$ cat src/rtl/hm_pkg.sv
package hm_pkg;
    typedef enum logic [1:0] {K_LEAD = 2'b00, K_TRAIL = 2'b01, K_TOT = 2'b10, K_ERR = 2'b11} kind_e;
    typedef enum logic [1:0] {TAG_DATA = 2'b00, TAG_HEAD = 2'b01, TAG_TRAIL = 2'b10} tag_e;
    typedef enum logic [1:0] {S_IDLE, S_HEAD, S_SCAN, S_TRAIL} state_e;
endpackage

$ cat src/rtl/hm_fifo.sv
module hm_fifo #(
    parameter int W     = 8,
    parameter int DEPTH = 16,
    localparam int AW   = $clog2(DEPTH),
    localparam int CW   = $clog2(DEPTH + 1)
) (
    input  logic          clk,
    input  logic          rst_n,
    input  logic          push,
    input  logic [W-1:0]  din,
    input  logic          pop,
    output logic [W-1:0]  dout,
    output logic [CW-1:0] count
);
    logic [W-1:0]  mem [DEPTH];
    logic [AW-1:0] wp, rp;

    always_ff @(posedge clk or negedge rst_n) begin
        if (!rst_n) begin
            wp    <= '0;
            rp    <= '0;
            count <= '0;
        end else begin
            if (push) wp <= (wp == AW'(DEPTH - 1)) ? '0 : wp + 1'b1;
            if (pop)  rp <= (rp == AW'(DEPTH - 1)) ? '0 : rp + 1'b1;
            count <= count + CW'(push) - CW'(pop);
        end
    end

    always_ff @(posedge clk) begin
        if (push) mem[wp] <= din;
    end

    assign dout = mem[rp];

    AST_NO_PUSH_FULL: assert property (@(posedge clk) disable iff (!rst_n)
        push |-> (count != CW'(DEPTH)) || pop);
    AST_NO_POP_EMPTY: assert property (@(posedge clk) disable iff (!rst_n)
        pop |-> (count != '0));
endmodule

$ cat src/rtl/hm_pairer.sv
module hm_pairer
    import hm_pkg::*;
#(
    parameter int NCH  = 8,
    parameter int TW   = 12,
    localparam int CHW = $clog2(NCH)
) (
    input  logic           clk,
    input  logic           rst_n,
    input  logic           tot_en,
    input  logic           in_vld,
    input  logic [CHW-1:0] in_chan,
    input  logic           in_trail,
    input  logic [TW-1:0]  in_time,
    output logic           rec_vld,
    output kind_e          rec_kind,
    output logic [CHW-1:0] rec_chan,
    output logic [TW-1:0]  rec_time,
    output logic [TW-1:0]  rec_width
);
    logic [NCH-1:0] open_lead;
    logic [TW-1:0]  lead_t [NCH];
    logic           pend;
    logic [TW-1:0]  pt;

    assign pend = open_lead[in_chan];
    assign pt   = lead_t[in_chan];

    always_ff @(posedge clk or negedge rst_n) begin
        if (!rst_n) begin
            open_lead <= '0;
            for (int c = 0; c < NCH; c++) lead_t[c] <= '0;
            rec_vld   <= 1'b0;
            rec_kind  <= K_LEAD;
            rec_chan  <= '0;
            rec_time  <= '0;
            rec_width <= '0;
        end else begin
            rec_vld <= 1'b0;
            if (in_vld) begin
                rec_chan <= in_chan;
                if (!tot_en) begin
                    rec_vld   <= 1'b1;
                    rec_kind  <= in_trail ? K_TRAIL : K_LEAD;
                    rec_time  <= in_time;
                    rec_width <= '0;
                end else if (!in_trail) begin
                    rec_vld            <= pend;
                    rec_kind           <= K_ERR;
                    rec_time           <= pt;
                    rec_width          <= '0;
                    open_lead[in_chan] <= 1'b1;
                    lead_t[in_chan]    <= in_time;
                end else begin
                    rec_vld            <= 1'b1;
                    rec_kind           <= pend ? K_TOT : K_ERR;
                    rec_time           <= pend ? pt : in_time;
                    rec_width          <= pend ? in_time - pt : '0;
                    open_lead[in_chan] <= 1'b0;
                end
            end
        end
    end

    AST_PAIR_ONLY_IN_TOT: assert property (@(posedge clk) disable iff (!rst_n)
        (rec_vld && rec_kind == K_TOT) |-> $past(tot_en));
    AST_EDGE_KINDS: assert property (@(posedge clk) disable iff (!rst_n)
        (rec_vld && !$past(tot_en)) |-> (rec_kind == K_LEAD || rec_kind == K_TRAIL));
endmodule

$ cat src/rtl/hm_matcher.sv
module hm_matcher
    import hm_pkg::*;
#(
    parameter int NCH       = 8,
    parameter int TW        = 12,
    parameter int DEPTH     = 32,
    parameter int OUT_DEPTH = 16,
    parameter int TQ_DEPTH  = 4,
    parameter int EVW       = 12,
    localparam int CHW      = $clog2(NCH),
    localparam int RW       = 2 + CHW + 2 * TW,
    localparam int OW       = 2 + RW
) (
    input  logic           clk,
    input  logic           rst_n,
    input  logic           cfg_triggered,
    input  logic           cfg_tot,
    input  logic [TW-1:0]  cfg_latency,
    input  logic [TW-1:0]  cfg_window,
    input  logic           hit_valid,
    input  logic [CHW-1:0] hit_chan,
    input  logic           hit_trailing,
    input  logic [TW-1:0]  hit_time,
    input  logic           trig_valid,
    input  logic [TW-1:0]  trig_time,
    output logic           out_valid,
    input  logic           out_ready,
    output logic [OW-1:0]  out_word
);
    localparam int AW  = $clog2(DEPTH);
    localparam int CNW = $clog2(DEPTH + 1);
    localparam int OCW = $clog2(OUT_DEPTH + 1);
    localparam int TCW = $clog2(TQ_DEPTH + 1);

    // edge pairing
    logic           rec_vld;
    kind_e          rec_kind;
    logic [CHW-1:0] rec_chan;
    logic [TW-1:0]  rec_time, rec_width;
    logic [RW-1:0]  rec_word;

    hm_pairer #(.NCH(NCH), .TW(TW)) u_pair (
        .clk(clk), .rst_n(rst_n), .tot_en(cfg_tot),
        .in_vld(hit_valid), .in_chan(hit_chan), .in_trail(hit_trailing), .in_time(hit_time),
        .rec_vld(rec_vld), .rec_kind(rec_kind), .rec_chan(rec_chan),
        .rec_time(rec_time), .rec_width(rec_width));
    assign rec_word = {rec_kind, rec_chan, rec_time, rec_width};

    // trigger queue
    logic           tq_push, tq_pop;
    logic [TW-1:0]  tq_time;
    logic [TCW-1:0] tq_cnt;
    assign tq_push = trig_valid && cfg_triggered && (tq_cnt != TCW'(TQ_DEPTH));

    hm_fifo #(.W(TW), .DEPTH(TQ_DEPTH)) u_tq (
        .clk(clk), .rst_n(rst_n), .push(tq_push), .din(trig_time),
        .pop(tq_pop), .dout(tq_time), .count(tq_cnt));

    // readout fifo
    logic           f_push, f_pop, f_full, room;
    logic [OW-1:0]  f_din;
    logic [OCW-1:0] f_cnt;
    assign out_valid = (f_cnt != '0);
    assign f_pop     = out_valid && out_ready;
    assign f_full    = (f_cnt == OCW'(OUT_DEPTH));
    assign room      = (f_cnt <= OCW'(OUT_DEPTH - 2));

    hm_fifo #(.W(OW), .DEPTH(OUT_DEPTH)) u_out (
        .clk(clk), .rst_n(rst_n), .push(f_push), .din(f_din),
        .pop(f_pop), .dout(out_word), .count(f_cnt));

    // circular store and scan state
    logic [RW-1:0]  store_rec [DEPTH];
    logic [DEPTH-1:0] store_vld;
    logic [AW-1:0]  wr_ptr, scan_idx, scan_n;
    logic [TW-1:0]  win_start;
    logic [CNW-1:0] word_cnt;
    logic [EVW-1:0] evt_cnt;
    logic           ovf;
    state_e         state, next_state;

    logic [RW-1:0] cur;
    logic [TW-1:0] cur_time, rel, age;
    logic          in_win, stale, start;

    assign cur      = store_rec[scan_idx];
    assign cur_time = cur[2*TW-1:TW];
    assign rel      = cur_time - win_start;
    assign age      = win_start - cur_time;
    assign in_win   = store_vld[scan_idx] && (rel < cfg_window);
    assign stale    = store_vld[scan_idx] && !in_win && (age != '0) && !age[TW-1];
    assign start    = cfg_triggered && (tq_cnt != '0) && room;
    assign tq_pop   = (state == S_IDLE) && start;

    always_ff @(posedge clk) begin
        if (cfg_triggered && rec_vld) store_rec[wr_ptr] <= rec_word;
    end

    always_ff @(posedge clk or negedge rst_n) begin
        if (!rst_n) begin
            store_vld <= '0;
            wr_ptr    <= '0;
        end else begin
            if (state == S_SCAN && stale) store_vld[scan_idx] <= 1'b0;
            if (cfg_triggered && rec_vld) begin
                store_vld[wr_ptr] <= 1'b1;
                wr_ptr <= (wr_ptr == AW'(DEPTH - 1)) ? '0 : wr_ptr + 1'b1;
            end
        end
    end

    // state register
    always_ff @(posedge clk or negedge rst_n) begin
        if (!rst_n) state <= S_IDLE;
        else        state <= next_state;
    end

    always_comb begin
        next_state = state;
        unique case (state)
            S_IDLE:  if (start) next_state = S_HEAD;
            S_HEAD:  next_state = S_SCAN;
            S_SCAN:  if (scan_n == AW'(DEPTH - 1)) next_state = S_TRAIL;
            S_TRAIL: next_state = S_IDLE;
        endcase
    end

    // event datapath
    always_ff @(posedge clk or negedge rst_n) begin
        if (!rst_n) begin
            win_start <= '0;
            scan_idx  <= '0;
            scan_n    <= '0;
            word_cnt  <= '0;
            evt_cnt   <= '0;
            ovf       <= 1'b0;
        end else begin
            unique case (state)
                S_IDLE: if (start) win_start <= tq_time - cfg_latency;
                S_HEAD: begin
                    scan_idx <= wr_ptr;
                    scan_n   <= '0;
                    word_cnt <= '0;
                    ovf      <= 1'b0;
                end
                S_SCAN: begin
                    scan_idx <= (scan_idx == AW'(DEPTH - 1)) ? '0 : scan_idx + 1'b1;
                    scan_n   <= scan_n + 1'b1;
                    if (in_win && room)  word_cnt <= word_cnt + 1'b1;
                    if (in_win && !room) ovf <= 1'b1;
                end
                S_TRAIL: evt_cnt <= evt_cnt + 1'b1;
            endcase
        end
    end

    // fifo writes
    always_comb begin
        f_push = 1'b0;
        f_din  = '0;
        unique case (state)
            S_IDLE: if (!cfg_triggered && rec_vld && !f_full) begin
                f_push = 1'b1;
                f_din  = {TAG_DATA, rec_word};
            end
            S_HEAD: begin
                f_push = 1'b1;
                f_din  = OW'(evt_cnt);
                f_din[OW-1 -: 2] = TAG_HEAD;
            end
            S_SCAN: if (in_win && room) begin
                f_push = 1'b1;
                f_din  = {TAG_DATA, cur};
            end
            S_TRAIL: begin
                f_push = 1'b1;
                f_din  = OW'(word_cnt);
                f_din[OW-3] = ovf;
                f_din[OW-1 -: 2] = TAG_TRAIL;
            end
        endcase
    end

    AST_TRAILER_FITS: assert property (@(posedge clk) disable iff (!rst_n)
        (state == S_TRAIL) |-> !f_full);
    AST_HEADER_FROM_IDLE: assert property (@(posedge clk) disable iff (!rst_n)
        (state == S_HEAD) |-> ($past(state) == S_IDLE));
    AST_TRAILER_AFTER_SCAN: assert property (@(posedge clk) disable iff (!rst_n)
        (state == S_TRAIL) |-> ($past(state) == S_SCAN));
    AST_IDLE_UNTRIGGERED: assert property (@(posedge clk) disable iff (!rst_n)
        (state == S_IDLE && !cfg_triggered) |=> (state == S_IDLE));
endmodule

$ cat config.mk
export PLATFORM = sky130hd
export DESIGN_NAME = hm_matcher
export DESIGN_NICKNAME = d
export VERILOG_FILES = /design/src/rtl/hm_pkg.sv /design/src/rtl/hm_fifo.sv /design/src/rtl/hm_pairer.sv /design/src/rtl/hm_matcher.sv
export SDC_FILE = /design/constraint.sdc
export NUM_CORES = 2
export LEC_CHECK = 0
export BUFFER_PORTS_ARGS = -buffer_cell sky130_fd_sc_hd__buf_2
export CAP_MARGIN = 20
export CORE_MARGIN = 1
export CORE_UTILIZATION = 55
export DETAILED_ROUTE_END_ITERATION = 12
export GPL_TIMING_DRIVEN = 0
export PLACE_DENSITY = 0.68
export SYNTH_ARGS = -nofsm -noshare
export SYNTH_HDL_FRONTEND = slang
export SYNTH_SLANG_ARGS = --single-unit
$ cat constraint.sdc
create_clock -name clk -period 10.4 [get_ports clk]
set_input_delay 0 -clock clk [delete_from_list [all_inputs] [get_ports clk]]
set_output_delay 0 -clock clk [all_outputs]
set_load 0.05 [all_outputs]
# After elaboration in Yosys (flattened, before gate mapping)
# Memory sizes are Yosys's and may differ from the RTL's.
# Cells that the tools add are included.
[totals] register_bits=234 latch_bits=0 ram_bits=1472 romBits=0 output_inout_bits=32 elab_cells=179 n_memories=3
[op_classes] addsub=17 n_mul=0 div_mod_pow=0 magnitude_cmp=10 n_eq_ne=16 n_shift=0 mux=59 bitwise=8 n_reduce_logical=37
[mem_list] memory="store_rec" depth=32 word_bits=29 read_ports=1 rd_clocked_by_memory_dff=0 write_ports=1 line_no="hm_matcher.sv:73" source="logic [RW-1:0] store_rec [DEPTH];"
[mem_list] memory="u_out.mem" depth=16 word_bits=31 read_ports=1 rd_clocked_by_memory_dff=0 write_ports=1 line_no="hm_fifo.sv:15" source="logic [W-1:0] mem [DEPTH];"
[mem_list] memory="u_tq.mem" depth=4 word_bits=12 read_ports=1 rd_clocked_by_memory_dff=0 write_ports=1 line_no="hm_fifo.sv:15"
[ops] op="31-bit one-hot mux with 4 select lines" n=1
[ops] op="12-bit two-way mux" n=9
[ops] op="96-bit bitwise mux" n=1
[ops] op="32-bit two-way mux" n=2
[ops] op="29-bit two-way mux" n=2
[ops] op="12-bit subtractor" n=4
[ops] op="12-bit binary-select mux with 3-bit select" n=1
[ops] op="12-bit demux with 3-bit select" n=1
[ops] op="32-bit bitwise AND" n=1
[ops] op="32-bit NOT" n=1
[ops] op="32-bit OR" n=1
[ops] op="5-bit == test, second input constant" n=4
[ops] op="1-bit logical AND" n=20
[ops] op="5-bit one-hot mux with 2 select lines" n=2
[ops] op="1-bit two-way mux" n=19
[ops] op="5-bit by 1-bit adder with 5-bit output, second input constant" n=3
[ops] op="12-bit by 1-bit adder with 12-bit output, second input constant" n=1
[ops] op="12-bit less-than comparator" n=1
[ops] op="5-bit by 6-bit less-than comparator with 1-bit output, second input constant" n=2
[ops] op="2-bit two-way mux" n=6
[ops] op="6-bit one-hot mux with 2 select lines" n=1
[ops] op="12-bit nonzero test" n=1
[ops] op="1-bit demux with 5-bit select" n=2
[ops] op="5-bit by 1-bit >= comparator with 1-bit output, second input constant" n=2
[ops] op="41 further kinds" n=59

# Depth between registers and ports, before layout
# An unclocked memory read counts as a cell.
[logic_depth] word_depth=12 ltp_mapped=34

# Cells and area by module
# From an unflattened synthesis, not the netlist that was laid out.
[unflattened] cells_unflattened=3767 area_unflattened_um2=69696.8
[modules_own_cells] mod="hm_matcher" n_inst=1 cells_per_inst=2218 area_each_um2=41383.4 seq_area_each_um2=29868.6
[modules_own_cells] mod="hm_fifo at u_out" n_inst=1 cells_per_inst=919 area_each_um2=19711.4 seq_area_each_um2=15219.6
[modules_own_cells] mod="hm_pairer" n_inst=1 cells_per_inst=533 area_each_um2=6442.4 seq_area_each_um2=3353.2
[modules_own_cells] mod="hm_fifo at u_tq" n_inst=1 cells_per_inst=97 area_each_um2=2159.6 seq_area_each_um2=1616.6

# Worst setup path before layout
# No wires, ideal clock.
[synth_timing] kind="register -> register" startpoint="register scan_idx[1]" endpoint="memory u_out.mem[0][0] in the netlist's numbering (enable)" setup_time_ps=458 t_arrival_ps=7854 t_required_ps=9942 setup_slack_ps=2089 path_stages_with_launch=30 cell_sequence="dfrtp_1 buf_6 buf_4 buf_4 clkbuf_1 clkbuf_1 mux4_2 a22oi_1 nand4_1 inv_1 ha_1 inv_1 fa_1 a21o_1 a21oi_1 o21bai_1 a21oi_1 o21ai_0 a21o_1 a21oi_1 xnor2_1 ha_1 a2111oi_0 o21ai_0 o22a_1 or3b_4 o21ai_2 buf_6 nand2_2 nor3_1"
[synth_between] elab_chain_cells=9
[synth_lines] item="start, declared" line_no="hm_matcher.sv:75" source="logic [AW-1:0] wr_ptr, scan_idx, scan_n;"
[synth_lines] item="start signal, assigned" line_no="hm_matcher.sv:141" source="scan_idx <= wr_ptr;"
[synth_lines] item="start signal, assigned" line_no="hm_matcher.sv:147" source="scan_idx <= (scan_idx == AW'(DEPTH - 1)) ? '0 : scan_idx + 1'b1;"
[synth_lines] item="memory read 32 x 29 bit"
[synth_lines] item="12-bit subtractor" line_no="hm_matcher.sv:88" source="assign rel = cur_time - win_start;"
[synth_lines] item="12-bit less-than comparator" line_no="hm_matcher.sv:90" source="assign in_win = store_vld[scan_idx] && (rel < cfg_window);"
[synth_lines] item="1-bit logical AND *" line_no="hm_matcher.sv:90"
[synth_lines] item="1-bit logical AND *" line_no="hm_matcher.sv:171" source="S_SCAN: if (in_win && room) begin"
[synth_lines] item="1-bit two-way mux *" line_no="hm_matcher.sv:171"
[synth_lines] item="1-bit one-hot mux with 3 select lines *" line_no="hm_matcher.sv:161" source="unique case (state)"
[synth_lines] item="named net f_push" line_no="hm_matcher.sv:60" source="logic f_push, f_pop, f_full, room;"
[synth_lines] item="1-bit two-way mux *" line_no="hm_fifo.sv:31" source="if (push) mem[wp] <= din;"
[synth_lines] item="1-bit two-way mux (not written as such) *" line_no="hm_fifo.sv:31"
[synth_lines] item="end, declared" line_no="hm_fifo.sv:15"
# The timed path passes the listed nets; every way through them passes the cells marked *. The select of a mux whose other input is x is not followed.

# Final worst setup path
[layout_timing] startpoint="register scan_idx[1]" endpoint="memory u_out.mem[13][10] in the netlist's numbering (data pin)"
[layout_between] elab_chain_cells=7
[layout_lines] item="memory read 32 x 29 bit"
[layout_lines] item="12-bit subtractor" line_no="hm_matcher.sv:88"
[layout_lines] item="12-bit less-than comparator" line_no="hm_matcher.sv:90"
[layout_lines] item="1-bit logical AND" line_no="hm_matcher.sv:90"
[layout_lines] item="1-bit logical AND" line_no="hm_matcher.sv:171"
[layout_lines] item="29-bit two-way mux *" line_no="hm_matcher.sv:171"
[layout_lines] item="31-bit one-hot mux with 4 select lines *" line_no="hm_matcher.sv:161"
[layout_lines] item="named net f_din[10]" line_no="hm_matcher.sv:61" source="logic [OW-1:0] f_din;"
# Marks and branches as above.

==> impl_metrics.toml <==
[outcome]
status = "complete, no violations"

[synthesis]
synth.avg_cell_area_um2 = 17.7
synth.area.top_cells = "edfxtp_1, mux4_2, dfrtp_1"
netlist_instances = 3916
synth_top_area_share_pct = 63.9
synthArstFlopShare_pct = 13.7
synth_top_cell_by_area = "edfxtp_1"
synthesis.nets = 4075
yosysWarnings = 0
syn_area_um2 = 69200
ys_seq_elements = 1706
synthFlopType = "edfxtp_1"
ys_seq_area_share_pct = 72.3
synth_edf_count = 1472
synth_cell_types = 75

[cells_and_area]
area_growth_pct = 16.3
design_area_um2 = 80500
multi_input_area_um2 = 18200
nFillCells = 8383
register_area_um2 = 50100
fin_cells = 6143
drive_above_1_share_pct = 21.7
final_core_util_pct = 64.8
fin_nets = 4522

[clocking]
clkTransAtPathRegs_ns = 0.06
cts_tree = "yes"
clock-sinks = 1706
cts-root-buf = "clkbuf_16"
numCtsBuffers = 170
cts_buffer_depth = 3
clk_latency_ns = 0.83
htree_levels = 4

[floorplan]
chipWidth_um = 357
io_pins = 91
coreArea_um2 = 124000
die_y_um = 357
rows = 129
start_util_pct = 55.7
die_area_um2 = 127000

[grt]
grt_pass1_vias = 38867
antenna_found_initial = 2
grt_use_total_pct = 29.2
grt_overflow = 0
grt_max_degree = 110
grt_pass1_wl_mm = 266

[place]
place_inst = 5733
portBuffers = 85
post-place-ws_ns = 0.863
post-dp-hpwl_mm = 122
post_dp_cell_area_um2 = 73800
gp_congestion = 0.895

[worst_hold_path]
hold_path.class = "input pin to flop"

[power_and_ir_drop]
pwr-share-seq_pct = 37.6
switching_share_pct = 35.3
powerDensity_nw_per_um2 = 281
vdd_drop_max_mv = 0.228
leakage_nw = 28.1
power_switching_mw = 7.98
pwr-share-clk_pct = 26.8
combPwrFrac_pct = 35.6
finalPower_mw = 22.6
intPower_mw = 14.6

[routing]
wl_mm = 184
drc = 0
vias = 39448
antenna_left = 0
wl_per_cell_um = 30.0
dr.pass1.iters = 10
drtIter0Drc = 5438
drt-vias-per-instance = 6.42

[sta]
worstMarginPinSlew_ns = 1.42
setup_slack_ns = 0.828
skew_ns = 0.0497
slew_viol_final = 0
tns_ns = 0
max_freq_mhz = 104
rsz0062_at_grt = "false"
post-route-period-util_pct = 92.0
relSlewSlack_pct = 5.11
period_needed_ns = 9.57
hold_viol_final = 0
holdWs_ns = 0.0505
setup_viol = 0

[setup_path]
critical_path_arrival_ns = 9.96
startpoint_type = "flop"
setup.worst_path.end_class = "flop"
critPathMaxFanout = 16
crit_type = "flop to flop"
required_ns = 10.79

[flow_run]
maxCapViolCount = 0
==> power groups by stage <==
stage                     Clock (mW)  Sequential (mW)  Combinational (mW)
after global placement             0             8.73                7.46
after floorplan                    0             8.57                5.26
after detailed placement           0             8.69                7.78
after CTS                       6.09             8.56                7.88
final                           6.05             8.50                8.04
after global routing            6.34             8.54                8.59
==> Yosys cell counts (4+ instances only) <==
| cell type | instances |
|---|---|
| edfxtp_1 | 1472 |
| mux4_2 | 316 |
| dfrtp_1 | 234 |
| nand2_1 | 215 |
| o21ai_0 | 184 |
| nor2_1 | 168 |
| mux2i_1 | 150 |
| inv_1 | 131 |
| clkbuf_1 | 127 |
| a21oi_1 | 109 |
| mux2_2 | 100 |
| ha_1 | 95 |
| a22oi_1 | 83 |
| o22ai_1 | 82 |
| buf_2 | 45 |
| nand3_1 | 41 |
| a221oi_1 | 37 |
| xnor2_1 | 32 |
| buf_1 | 24 |
| nor4_1 | 20 |
| nor2b_1 | 19 |
| nor3_1 | 19 |
| nand2b_1 | 17 |
| nand4_1 | 15 |
| xor2_1 | 15 |
| and3_1 | 14 |
| a222oi_1 | 13 |
| a21o_1 | 10 |
| and2_1 | 9 |
| or3_1 | 9 |
| a211oi_1 | 7 |
| a22o_1 | 7 |
| o211ai_1 | 6 |
| a21boi_0 | 5 |
| fa_1 | 5 |
| or2_2 | 5 |
| nand3b_1 | 4 |
| nor3_2 | 4 |
| nor3b_1 | 4 |
| o21a_1 | 4 |
==> critical path, cell delays in order (launching register included) <==
cell and delay [ns]:
dfrtp_1 0.39, buf_6 0.19, buf_4 0.25, buf_4 0.28
clkbuf_1 0.58, clkbuf_1 0.90, mux4_2 0.46, a22oi_1 0.40
nand4_1 0.26, ha_1 0.35, clkbuf_1 0.27, o21ai_0 0.18
a21boi_0 0.27, o21ai_0 0.16, a21oi_1 0.36, a21o_1 0.18
a21oi_1 0.07, xnor2_1 0.16, ha_1 0.33, and3_1 0.17
nand3_1 0.08, a21oi_1 0.18, o22a_1 0.41, or3b_4 0.26
nor2_2 0.14, a222oi_1 1.19, inv_1 0.58
==> state kept, by name, indices dropped and copies added, names as in the netlist, 6 cells and up, named ones only <==
signal	cells
word_cnt	6
store_rec	928
win_start	12
u_pair.rec_time	12
u_pair.rec_width	12
store_vld	32
evt_cnt	12
u_tq.mem	48
u_out.mem	496
u_pair.lead_t	96
==> layout by cell type (no fill, tap or decap), types with 24 or more instances in the layout <==
cell type / Yosys / layout
nor2_4: 0 / 44
buf_1: 24 / 24
nor2_1: 168 / 124
a21oi_1: 109 / 109
xnor2_1: 32 / 32
nand3_1: 41 / 41
buf_12: 0 / 36
dlygate4sd3_1: 0 / 74
dfrtp_1: 234 / 234
nand2_1: 215 / 215
buf_16: 0 / 38
ha_1: 95 / 95
buf_6: 2 / 25
clkinv_2: 0 / 29
buf_2: 45 / 131
a221oi_1: 37 / 37
mux2i_1: 150 / 150
mux2_2: 100 / 100
o22ai_1: 82 / 82
inv_1: 131 / 131
clkbuf_16: 0 / 170
clkbuf_1: 127 / 168
a22oi_1: 83 / 83
mux4_2: 316 / 316
edfxtp_1: 1472 / 1472
clkinv_1: 0 / 31
o21ai_0: 184 / 170
==> routing by layer <==
metal | routed length, µm | global-route usage, % | vias to the layer above | part of all wire, %
li1 | - | - | 16496 | -
met1 | 70700 | 39.6 | 20453 | 38
met2 | 90700 | 47.6 | 2087 | 49
met3 | 16100 | 5.59 | 408 | 8.7
met4 | 6660 | 10.6 | 4 | 3.6
met5 | 27 | 0 | - | 0.015
==> final timing paths <==
check | startpoint | endpoint | slack (ns) | cells past startpoint
setup / recovery | scan_idx[1]$_DFFE_PN0P_ | u_out.mem[13][10]$_DFFE_PP_ | 0.83 | 26
hold / removal | hit_time[7] | u_pair.lead_t[55]$_DFFE_PN0P_ | 0.05 | 3
setup reg to reg | scan_idx[1]$_DFFE_PN0P_ | u_out.mem[13][10]$_DFFE_PP_ | 0.83 | 26
hold reg to reg | evt_cnt[11]$_DFFE_PN0P_ | evt_cnt[11]$_DFFE_PN0P_ | 0.47 | 1
max in group asynchronous | rst_n | word_cnt[2]$_DFFE_PN0P_ | 8.98 | 5
min in group asynchronous | rst_n | u_pair.lead_t[6]$_DFFE_PN0P_ | 0.24 | 4
==> what timing repair did <==
item                                   CTS  global route
gates resized for setup                  0             0
setup buffers                            0             0
hold buffers                            75             0
endpoints found under the hold margin  365             0
==> kinds of logic (layout without fill, tap and decap cells) <==
family / Yosys count / count (layout) / synth area share (%)
flops: 1706 / 1706 / 72.3
compound gates: 587 / 587 / 5.36
simple gates: 578 / 578 / 3.83
mux: 566 / 566 / 14.1
buf+inv: 331 / 919 / 1.91
fa+ha+maj: 100 / 100 / 1.86
xor+xnor: 48 / 48 / 0.618
other cells: 0 / 2 / 0
==> layout make-up <==
type / count / area share [%]
Antenna cell: 2 / 0.00622
Clock inverter: 94 / 1.20
Sequential cell: 1706 / 62.2
Timing Repair Buffer: 275 / 4.25
Tap cell: 1637 / 2.54
Multi-Input combinational cell: 1879 / 22.6
Clock buffer: 219 / 5.61
Inverter: 131 / 0.611
Buffer: 200 / 1.03
Note: power is estimated with default switching activity, not from simulation.
